`src/rtl/trc_pkg.sv`:
```
package trc_pkg;
    localparam int MAX_ACC_BYTES = 16;
    localparam int MAX_ACC_BITS  = MAX_ACC_BYTES * 8;
    localparam int REC_BYTES     = 32;
    localparam int REC_BITS      = REC_BYTES * 8;

    typedef struct packed {
        logic [REC_BITS-1:0]  data;
        logic [REC_BYTES-1:0] mask;
    } lane_t;

    // Low w bits set, capped at the record width.
    function automatic logic [REC_BYTES-1:0] byte_mask(input int unsigned w);
        logic [REC_BYTES-1:0] m;
        for (int i = 0; i < REC_BYTES; i++) begin
            m[i] = (i < w);
        end
        return m;
    endfunction

    // Turn a byte mask into a bit mask.
    function automatic logic [REC_BITS-1:0] expand_mask(input logic [REC_BYTES-1:0] m);
        logic [REC_BITS-1:0] e;
        for (int i = 0; i < REC_BYTES; i++) begin
            e[i*8 +: 8] = {8{m[i]}};
        end
        return e;
    endfunction
endpackage

```
`src/rtl/trc_acc_decode.sv`:
```
module trc_acc_decode
    import trc_pkg::*;
#(
    parameter int WID_W = 6
) (
    input  logic                 retire,
    input  logic [WID_W-1:0]     acc_width,
    input  logic                 acc_read,
    input  logic                 acc_write,
    input  logic                 acc_fault,
    output logic                 width_bad,
    output logic                 cap_rd,
    output logic                 cap_wr,
    output logic [REC_BYTES-1:0] bmask
);
    logic data_ok;

    always_comb begin
        width_bad = retire && (32'(acc_width) > MAX_ACC_BYTES);
        data_ok   = retire && !acc_fault && !width_bad;
        cap_rd    = data_ok && acc_read;
        cap_wr    = data_ok && acc_write;
        bmask     = byte_mask(32'(acc_width));
    end
endmodule

```
`src/rtl/trc_lane.sv`:
```
module trc_lane
    import trc_pkg::*;
(
    input  logic                    clk,
    input  logic                    rst,
    input  logic                    clr,
    input  logic                    cap,
    input  logic [REC_BYTES-1:0]    bmask,
    input  logic [MAX_ACC_BITS-1:0] din,
    output lane_t                   q
);
    always_ff @(posedge clk) begin
        if (rst) begin
            q <= '0;
        end else if (cap) begin
            q.data <= REC_BITS'(din) & expand_mask(bmask);
            q.mask <= bmask;
        end else if (clr) begin
            q <= '0;
        end
    end
endmodule

```
`src/rtl/trc_recorder.sv`:
```
module trc_recorder
    import trc_pkg::*;
#(
    parameter int ADDR_W     = 32,
    parameter int REC_ADDR_W = 64,
    parameter int WID_W      = 6
) (
    input  logic                    clk,
    input  logic                    rst,
    input  logic                    insn_start,
    input  logic                    retire,
    input  logic [ADDR_W-1:0]       acc_addr,
    input  logic [WID_W-1:0]        acc_width,
    input  logic                    acc_read,
    input  logic                    acc_write,
    input  logic                    acc_fault,
    input  logic [MAX_ACC_BITS-1:0] rd_data,
    input  logic [MAX_ACC_BITS-1:0] wr_data,
    output logic                    rec_valid,
    output logic [REC_ADDR_W-1:0]   rec_addr,
    output logic [REC_BITS-1:0]     rec_rdata,
    output logic [REC_BYTES-1:0]    rec_rmask,
    output logic [REC_BITS-1:0]     rec_wdata,
    output logic [REC_BYTES-1:0]    rec_wmask,
    output logic                    rec_err
);
    localparam int NLANES = 2;  // 0: read, 1: write

    logic                    width_bad;
    logic                    cap_rd, cap_wr;
    logic [REC_BYTES-1:0]    bmask;
    logic                    cap_v [NLANES];
    logic [MAX_ACC_BITS-1:0] din_v [NLANES];
    lane_t                   lane_q [NLANES];

    trc_acc_decode #(.WID_W(WID_W)) u_dec (
        .retire   (retire),
        .acc_width(acc_width),
        .acc_read (acc_read),
        .acc_write(acc_write),
        .acc_fault(acc_fault),
        .width_bad(width_bad),
        .cap_rd   (cap_rd),
        .cap_wr   (cap_wr),
        .bmask    (bmask)
    );

    always_comb begin
        cap_v[0] = cap_rd;
        cap_v[1] = cap_wr;
        din_v[0] = rd_data;
        din_v[1] = wr_data;
    end

    for (genvar g = 0; g < NLANES; g++) begin : g_lane
        trc_lane u_lane (
            .clk  (clk),
            .rst  (rst),
            .clr  (insn_start),
            .cap  (cap_v[g]),
            .bmask(bmask),
            .din  (din_v[g]),
            .q    (lane_q[g])
        );
    end

    always_ff @(posedge clk) begin
        if (rst) begin
            rec_valid <= 1'b0;
            rec_addr  <= '0;
            rec_err   <= 1'b0;
        end else begin
            if (retire) begin
                rec_valid <= 1'b1;
                rec_addr  <= REC_ADDR_W'(acc_addr);
            end else if (insn_start) begin
                rec_valid <= 1'b0;
                rec_addr  <= '0;
            end
            if (width_bad) begin
                rec_err <= 1'b1;
            end else if (insn_start) begin
                rec_err <= 1'b0;
            end
        end
    end

    always_comb begin
        rec_rdata = lane_q[0].data;
        rec_rmask = lane_q[0].mask;
        rec_wdata = lane_q[1].data;
        rec_wmask = lane_q[1].mask;
    end
endmodule

```
`config.mk`:
```
export PLATFORM = sky130hd
export DESIGN_NAME = trc_recorder
export DESIGN_NICKNAME = d
export VERILOG_FILES = /design/src/rtl/trc_pkg.sv /design/src/rtl/trc_acc_decode.sv /design/src/rtl/trc_lane.sv /design/src/rtl/trc_recorder.sv
export SDC_FILE = /design/constraint.sdc
export NUM_CORES = 1
export LEC_CHECK = 0
export BUFFER_PORTS_ARGS = -buffer_cell sky130_fd_sc_hd__clkbuf_2
export CORE_AREA = 3 3 368 370
export CTS_BUF_LIST = sky130_fd_sc_hd__clkbuf_16
export CTS_CLUSTER_DIAMETER = 120
export DETAILED_ROUTE_END_ITERATION = 6
export DIE_AREA = 0 0 371 373
export GPL_TIMING_DRIVEN = 0
export SETUP_SLACK_MARGIN = 0.05
export SLEW_MARGIN = 20
export SYNTH_ARGS = -nofsm -noshare
export SYNTH_HDL_FRONTEND = slang
export SYNTH_SLANG_ARGS = --single-unit
```
`constraint.sdc`:
```
create_clock -name clk -period 4.39 [get_ports clk]
set_clock_uncertainty 0.05 [all_clocks]
set_input_delay 1.0975 -clock clk [delete_from_list [all_inputs] [get_ports clk]]
set_output_delay 1.0975 -clock clk [all_outputs]
set_load 0.01 [all_outputs]
```
-- Yosys cells after proc, flatten, opt, wreduce, memory -nomap -nowiden
Cells that the tools add are included.
W data, S select, Z words.
- order comparisons: 33
- mux-type cells: 8
- bitwise operators: 2
- reduce and logical (&&, ||, !) cells: 11
- operators by type and width (kind ; number):
    $mux W288 ; 3
    $and A128 B256 Y256 ; 2
    $lt A5 B6 Y1 const A ; 16
    $mux W32 ; 2
    $lt A4 B6 Y1 const A ; 8
    $lt A3 B6 Y1 const A ; 4
    $lt A1 B6 Y1 const A ; 2
    $lt A2 B6 Y1 const A ; 2
    $reduce_bool A2 Y1 ; 4
    $gt A6 B5 Y1 const B ; 1
    $logic_and A1 B1 Y1 ; 5
    $mux W1 ; 3
    $logic_not A1 Y1 ; 2
- flip-flop bits (word level): 610
- bits of input ports: 301
- output and inout bits: 642
- word-level logic and storage cells: 61

-- Longest topological paths before layout
Gate-level depths: netlist of the first run.
- depth after elaboration: 6
- gate-level depth with buffers: 6
- depth with buffers taken out: 4

-- Modules after synthesis
From an unflattened synthesis of the first run, not the netlist that was laid out.
- cell total of the unflattened synthesis: 1972
- area total of the unflattened synthesis: 17687.0 µm²
- by module, submodules not included (module ; times used ; cells an instance ; area each (µm²) ; sequential area each (µm²)):
    trc_lane ; 2 ; 857 ; 7753.7 ; 3203.1
    trc_recorder ; 1 ; 185 ; 1801.7 ; 680.7
    trc_acc_decode ; 1 ; 73 ; 377.9 ; 0.0

-- Least setup slack after synthesis of the first run
Ideal clock, no wire load.
- path type: in2reg
- from: in acc_width[0]
- to: reg g_lane[0].u_lane.q[100] (netlist name)
- setup time: 117 ps
- data arrival time: 2510 ps
- data required time: 4223 ps
- slack: 1714 ps
- cell stages on the path: 6
- buffers on the path: 3
- path through: clkbuf_1 > o41ai_4 > a31oi_1 > buf_2 > buf_2 > a22o_1
- cells in the longest elaborated chain, start to end: 6
- elaborated cells between the ends (all ways): 9
- classes of those cells: order compare: 2; mux: 1; bitwise: 1; reduce/logical: 5
- RTL lines (element ; RTL line ; source):
    from (decl) ; trc_recorder.sv:13 ; input logic [WID_W-1:0] acc_width,
    $gt A6 B5 Y1 ; trc_acc_decode.sv:19 ; width_bad = retire && (32'(acc_width) > MAX_ACC_BYTES);
    $logic_and A1 B1 Y1 ; trc_acc_decode.sv:19 ;
    $logic_not A1 Y1 ; trc_acc_decode.sv:20 ; data_ok = retire && !acc_fault && !width_bad;
    $logic_and A1 B1 Y1 ; trc_acc_decode.sv:20 ;
    $logic_and A1 B1 Y1 ; trc_acc_decode.sv:21 ; cap_rd = data_ok && acc_read;
    $mux W288 / $reduce_bool A2 Y1 (equally long branches) ; - ;
    to (decl) ; trc_lane.sv:10 ; output lane_t q
Parallel ways exist; a longest one is shown, timed or not.
A chain may end at the register's enable or synchronous reset.

-- Worst setup path in the final report of the first run
- from: in insn_start
- to: reg g_lane[1].u_lane.q[150] (netlist name)
- cells in the longest elaborated chain, start to end: 1
- RTL lines (element ; RTL line ; source):
    from (decl) ; trc_recorder.sv:10 ; input logic insn_start,
    $reduce_bool A2 Y1 (no source line) ; - ;
    to (decl) ; trc_lane.sv:10 ;
No other way between the ends.

==> run summary, run 1 <==
The worst hold margin came out at 402.0 ps. The switching power is 2.014 mW. After synthesis, the cell types taking the most area are dfxtp_1 54%, a22o_1 17%, buf_4 16%. The residual overflow from global routing is 0. Routability-driven placement finished with a final weighted congestion of 0.7976. The run finished with clean final reports.

The synthesized design contains 354 register bits. The portion of total power attributed to the clock network is 46.9%. The maximum fanout along the worst path came out at 10. The critical path goes through clkbuf_1 > or2_2 > a31oi_4 > buf_2 > buf_2 > a22o_1.

The hold-critical path endpoint is g_lane[1].u_lane.q[13]. The initial antenna violation count is 73. Counting along the longest clock path gives a buffer depth of 3.

Derived from the worst setup path, the maximum achievable clock frequency is 0.3181 GHz. The cell-internal power came out at 5.555 mW. The combinational share of power came out at 10.0%.

The number of antenna-violating nets in the routed design is 0. The slew at the pin closest to its max-slew limit is 1087 ps. The number of nets in the layout came out at 2489. In the synthesized netlist the dominant register cell turns out to be dfxtp_1.

After clock tree synthesis, the setup repair step added 0 buffers. Measured on the finished design, the core utilization comes to 16.11%. The total power after layout came out at 7.569 mW. In this run the horizontal extent of the chip is 371 um.

The top-area cell type share of the netlist area is 53.58%. TritonCTS built the clock tree. The starting utilization of the core area came out at 9.949%. The via count came out at 12190.

The number of cells on the worst reg-to-reg path is 3. In this run the worst hold path is classified as reg -> reg. The clock period could shrink to 3144 ps. The via count of the first global-routing pass came to 10990. The insertion delay to the later sink of the worst-skew pair is 590 ps. The post-route netlist has 48.24% of its cells at a drive strength greater than 1.

The maximum level of the CTS H-tree came out at 2. The total number of clock tree sinks is 354. Post-CTS repair changed the size of 0 cells. In this run, synthesis inferred 0 flip-flops with an integrated enable. The synthesized instance count is 1197. The worst-path cell with the longest stage delay is a31oi_4. The quantity of hold-fixing buffers added after cts came out at 0. During placement, the flow inserted port buffers numbering 651. The power share of the sequential group came out at 43.2%. Setup repair after global routing left no endpoint under its margin. The combined global-route utilization of all metal layers came out at 11.18%. The average footprint of a synthesized cell came out at 11.05 um^2.

The vertical extent of the die is 373 um. The average detailed-routed wire length per instance is 20.36 um. The final-report max-slew violation count is 0. The share of async-settable or async-resettable flops after synthesis is 0%. The worst slew margin relative to its limit came out at 27.44%. The area growth from synthesis to layout is 61.97%. The number of rows created at floorplan came out at 134. The origin of the critical flop-to-flop path is rec_addr[5]. Data on the critical path arrives at its endpoint at 3620 ps.

The die area came out at 0.1384 mm^2. The routed wire length is 81890 um. After clock tree synthesis, the clock-pin slew on the worst setup and hold paths is 60 ps. Dividing total power by cell area gives a power density of 353.3 mW/mm^2.

The total I/O pin count came out at 943. The nature of the critical path startpoint is a primary input. The cell sitting at the root of the clock tree is a clkbuf_16. The worst setup path category is in -> reg. The detailed-placement wirelength estimate is 70900 um.

The placement-stage worst setup slack is 500.3 ps. The number of standard cells in the layout, taps in and fillers out came out at 4023. The final count of negative-setup-slack endpoints came out at 0. The area of the core is 0.1330 mm^2. The type of destination of the critical path is a register. The maximum number of pins on one net before global-route repair came out at 14.

Including well taps, the total number of placed cells is 3910. The static leakage came out at 10.71 nW. The number of distinct library cell variants in the gate-level netlist after synthesis is 42. The switching share of total power came out at 26.60%. The critical path's largest stage delay came out at 620 ps. The depth of the worst hold-timing path is 1.

The worst hold path begins at g_lane[1].u_lane.q[13]. The number of iterations in the first detailed-routing pass came out at 4. The final period utilization is 71.61%.

Of the synthesized area, sequential elements account for 53.58%. In this run the register-to-register setup slack is 3480 ps. The placed standard-cell area came out at 0.01996 mm^2.

The wire length of the first global-routing pass came out at 103400 um. The endpoint identified for the worst register-to-register timing path is rec_addr[5]. The final sum of negative setup slack is 0 ps. Of all cell types, the one taking the most synthesized area is dfxtp_1. The number of clock buffers added by TritonCTS is 44.

The netlist area before placement is 0.01323 mm^2. The total count of hold-check failures in the final report is 0. The worst-case IR drop observed on VDD is 241.3 uV. The final worst slack is 1246 ps. The routed via count divided by cell count is 3.031. The number of remaining DRC errors is 0.

The cell that appears most often on the critical path is buf_2. Yosys printed 0 warnings. The count of max-cap constraint violations came out at 0. Summing all non-filler instances in the final layout gives an area of 0.02142 mm^2.

The starting DRC count in detailed routing came out at 580. For the worst setup path, the data required time is 4860 ps.
-- worst max-delay path: cells and delay by family --
family | cells | cell delay (ps)
buffers and inverters | 3 | 1180
AND/OR/NAND/NOR | 1 | 460
AO/OA/AOI/OAI | 2 | 820
-- power groups by stage --
stage	combinational, mW	clock, mW	sequential (mW)
6_report	0.755	3.55	3.27
5_1_grt	0.820	3.80	3.27
4_1_cts	0.748	3.70	3.27
3_5_place_dp	0.747	0	3.34
3_3_place_gp	0.734	0	3.34
2_1_floorplan	0.425	0	3.35
-- metal layers --
layer  share of wire, %  GRT usage, %
met1                 40         12.78
met2                 43         16.80
met3                 14         7.288
met4                2.6         3.437
met5               0.59        0.8392
-- synth_stat cells, types with 5 or more instances --
master,number
a21oi_1,34
nor3b_1,32
nor2_2,9
buf_2,21
buf_1,5
dfxtp_1,354
a21o_1,32
a22o_1,256
clkbuf_1,33
buf_4,288
and2_1,33
nor2_1,51
-- registers in the layout (all words and copies together), names as in the netlist --
register	count
g_lane.u_lane.q	320
rec_addr	32
rec_err	1
rec_valid	1
-- placed cells by master (no fill, tap or decap), types with 2 or more instances in the layout --
| cell | count |
|---|---|
| mux2i_1 | 4 |
| bufinv_16 | 2 |
| clkbuf_2 | 652 |
| nand3_1 | 2 |
| inv_1 | 7 |
| o21a_1 | 2 |
| dfxtp_1 | 354 |
| a22o_1 | 256 |
| a21oi_2 | 2 |
| and2_1 | 33 |
| nor2_4 | 2 |
| buf_6 | 3 |
| o31ai_1 | 2 |
| clkinv_4 | 3 |
| buf_4 | 288 |
| inv_6 | 6 |
| nor4_1 | 2 |
| diode_2 | 33 |
| a21oi_1 | 34 |
| nor2b_1 | 4 |
| nor2_1 | 34 |
| nand2_1 | 4 |
| a22oi_1 | 2 |
| conb_1 | 288 |
| clkbuf_16 | 44 |
| nor2_2 | 24 |
| clkinv_2 | 8 |
| buf_2 | 21 |
| clkbuf_1 | 32 |
| or3_1 | 2 |
| buf_8 | 3 |
| a31oi_4 | 2 |
| and3_1 | 2 |
| nor3b_2 | 2 |
| clkinv_1 | 8 |
| a21o_1 | 32 |
| nor3b_1 | 32 |
| buf_1 | 5 |
-- kinds of logic after synthesis --
logic type	after synthesis	share of synthesized area [%]
other cells	1	0.02835
buf+inv	349	18.27
simple gates	146	6.318
flops	354	53.58
compound gates	342	21.43
xor+xnor	1	0.06622
mux	4	0.3027
-- how the worst max path moves through the flow --
| stage | startpoint | to | slack, ps | cells after the start |
|---|---|---|---|---|
| global route | insn_start | g_lane[1].u_lane.q[6] | 1090 | 6 |
| finish | insn_start | g_lane[1].u_lane.q[150] | 1250 | 6 |
| CTS | insn_start | g_lane[1].u_lane.q[134] | 1180 | 6 |
| detailed placement | insn_start | g_lane[1].u_lane.q[7] | 500 | 6 |
| global placement | insn_start | g_lane[0].u_lane.q[42] | -730 | 5 |
| floorplan | acc_width[0] | g_lane[0].u_lane.q[100] | 1710 | 6 |
-- cell type report --
type	instances	area [um^2]
Clock buffer	44	1101
Multi-Input combinational cell	781	4883
Buffer	347	2411
Timing Repair Buffer	658	3357
Clock inverter	36	282.8
Tap cell	1768	2212
Antenna cell	33	82.58
Fill cell	14950	111500
Inverter	2	7.507
Sequential cell	354	7087
No activity file was read; power rests on OpenSTA's default activity.
==> run 2: changes to the inputs <==
Settings changed: CORE_AREA 3 3 368 370 to 3 3 367 369, DIE_AREA 0 0 371 373 to 0 0 370 372.
Clock period 4.39 ns to 2.8 ns, I/O delays scaled along.
==> run 2 against run 1 <==
Against the previous run:
- global-route usage is 0.051 points higher
- core utilization rose by 0.19 points
- final cell count is 0.57% lower
==> run summary, run 2 (synthesized netlist as in run 1, its figures left out) <==
The flow ran to the end, and the final reports show no timing, DRC or antenna violations. The via count is 12190. The routed via count divided by cell count is 3.047. TritonCTS built the clock tree. Hold timing on the final database bottoms out at a slack of 251.3 ps. For this block, the initial DRC count from the detailed router was 712. During I/O placement, the number of pins put on the boundary was 943.

The final worst slack came out at 88.72 ps. The vertical extent of the die is 372 um. The number of nets in the layout came out at 2492. The maximum achievable frequency is 0.3688 GHz.

The combined global-route utilization of all metal layers is 11.23%. The final standard cell utilization of the core came out at 16.30%. Global routing finished with a remaining overflow of 0.

The number of antenna-violating nets in the routed design is 0. The quantity of I/O buffers inserted on ports is 651. The power density relative to cell area came out at 547.5 mW/mm^2.

The worst setup path category is in -> reg. In the final layout, flip-flops and latches occupy 0.007087 mm^2. Counting the fill cells in the layout gives 14850. CTS saw 354 sinks. The static leakage is 10.75 nW.

Walking the worst path, the cells encountered are clkbuf_2 > nor3b_4 > nand2_1 > clkbuf_1 > nor2_2 > buf_6 > a22o_1. The worst slew margin relative to its limit is 36.71%. The number of flip-flops under the largest register name came out at 320. The switching power is 3.199 mW. The maximum resistive drop on vdd is 348.6 uV. Detailed placement finished with a half-perimeter wire length of 71940 um. The number of remaining DRC errors is 0. The worst path uses 96.83% of the clock period.

At the worst endpoint, the required time is 3290 ps. The routed wire length came out at 82340 um. After clock tree synthesis, the clock-pin slew on the worst setup and hold paths is 70 ps.

For this design, the slowest cell found on the critical path is nor2_2. The initial antenna violation count came to 64. The cell family with the largest share of critical-path delay is simple AND/OR/NAND/NOR gates. The average detailed-routed wire length per instance came out at 20.58 um.

In the final layout, the registers with the most flip-flops are g_lane.u_lane.q x320, rec_addr x32. The final-report max-slew violation count is 0. The worst setup path is launched from a primary input. The die area is 0.1376 mm^2. The worst min-delay path category is in -> reg. Counting flops per register, the top entry is g_lane.u_lane.q. The final instance area came out at 0.02143 mm^2. The die span in x came out at 370 um. The maximum level of the CTS H-tree is 2. The count of max-cap constraint violations came out at 0. The maximum fanout along the worst path came out at 10. The portion of total power attributed to the clock network is 45.8%. The fraction of layout cells with a size suffix above 1 came out at 48.18%. The number of buffers and inverters on the critical path came out at 3. The placement-stage worst setup slack came out at -913.0 ps. The growth of design area from synthesis to finish came out at 62.00%. The arrival time at the worst endpoint is 3200 ps. The placed standard-cell area is 0.02002 mm^2. The total count of hold-check failures in the final report was 0. The tree is rooted in a clkbuf_16. The via count of the first global-routing pass came to 11160. For the worst-skew pair, the clock arrives at the later sink with an insertion delay of 580 ps. Setup repair after global routing could not meet its margin everywhere. The most common cell after layout, fill and taps aside is clkbuf_2.

In this run the deepest clock path goes through 3 buffers. The number of iterations in the first detailed-routing pass came out at 5. The cell-internal power came out at 8.533 mW. The wire length of the first global-routing pass came out at 103300 um.

The combinational share of power is 10.5%. The switching share of total power came out at 27.27%. Row generation in the floorplan step produced 133 rows. Entering global routing, the biggest net connects 13 pins. The worst setup path is captured at a register. Subtracting the final worst setup slack from the clock period gives 2711 ps. The total area of multi-input combinational cells is 0.004905 mm^2. The final count of negative-setup-slack endpoints came out at 0.

In this run, CTS created clock tree buffers numbering 44. The library cells used most frequently in the layout, excluding fill and tap cells, are 652 x clkbuf_2, 354 x dfxtp_1, 288 x buf_4, 288 x conb_1, 256 x a22o_1. The critical path's largest stage delay came out at 650 ps. The routability-driven placement congestion ratio came out at 0.8199.

Setup total negative slack on the finished layout was measured at 0 ps. The area of the core is 0.1315 mm^2. In this run, flip-flops and latches consume 43.7% of the power. The initial utilization of the core area, before any placement, comes to 10.06%.

The slew at the pin closest to its max-slew limit is 948.4 ps.
-- run 2: worst register-to-register path, stage by stage, from the launching register on --
cell and delay [ps]:
dfxtp_1 440, nor3b_1 220, a21oi_1 60, nor2_1 120
-- run 2: area by class of cell --
class	count	area share, %
well taps	1755	10.25
plain buffers	347	11.26
clock buffers	44	5.138
clock inverters	36	1.063
diodes	20	0.2335
inverters	2	0.03503
multi-input cells	781	22.89
repair buffers	661	16.07
flip-flops and latches	354	33.07
-- run 2: timing repair --
item,in CTS,in global routing
gates resized for setup,6,0
hold buffers,0,0
hold endpoints to repair,0,0
setup endpoints to repair,112,22
buffers inserted,0,0
-- run 2: per-layer routing --
layer  track usage [%]  up-vias  part of all wire [%]
li1                  -     5746                     -
met1             13.62     5592                    41
met2             18.17      668                    45
met3             4.949      152                    11
met4             2.657       30                   2.5
met5                 0        -                  0.25
-- run 2: power by group through the flow --
stage | clock, mW | sequential (mW) | combinational [mW]
floorplan | 0 | 5.25 | 0.666
global placement | 0 | 5.23 | 1.20
detailed placement | 0 | 5.23 | 1.22
CTS | 5.59 | 5.12 | 1.22
global route | 5.76 | 5.13 | 1.35
finish | 5.38 | 5.12 | 1.23
-- run 2: path summary, 6_finish.rpt --
path	slack, ps	cells after the start	to	start
setup reg to reg	1830	3	rec_addr[7]	rec_addr[7]
hold / removal	250	2	g_lane[0].u_lane.q[89]	rd_data[57]
setup / recovery	90	7	g_lane[0].u_lane.q[88]	retire
hold reg to reg	400	1	g_lane[0].u_lane.q[5]	g_lane[0].u_lane.q[5]
-- run 2: metrics by stage --
step           power [mW]  instances
6_report            11.73       4000
5_1_grt             12.23       3982
4_1_cts             11.94       3980
3_5_place_dp        6.451       3900
3_3_place_gp        6.429       3890
2_1_floorplan       5.918       1484
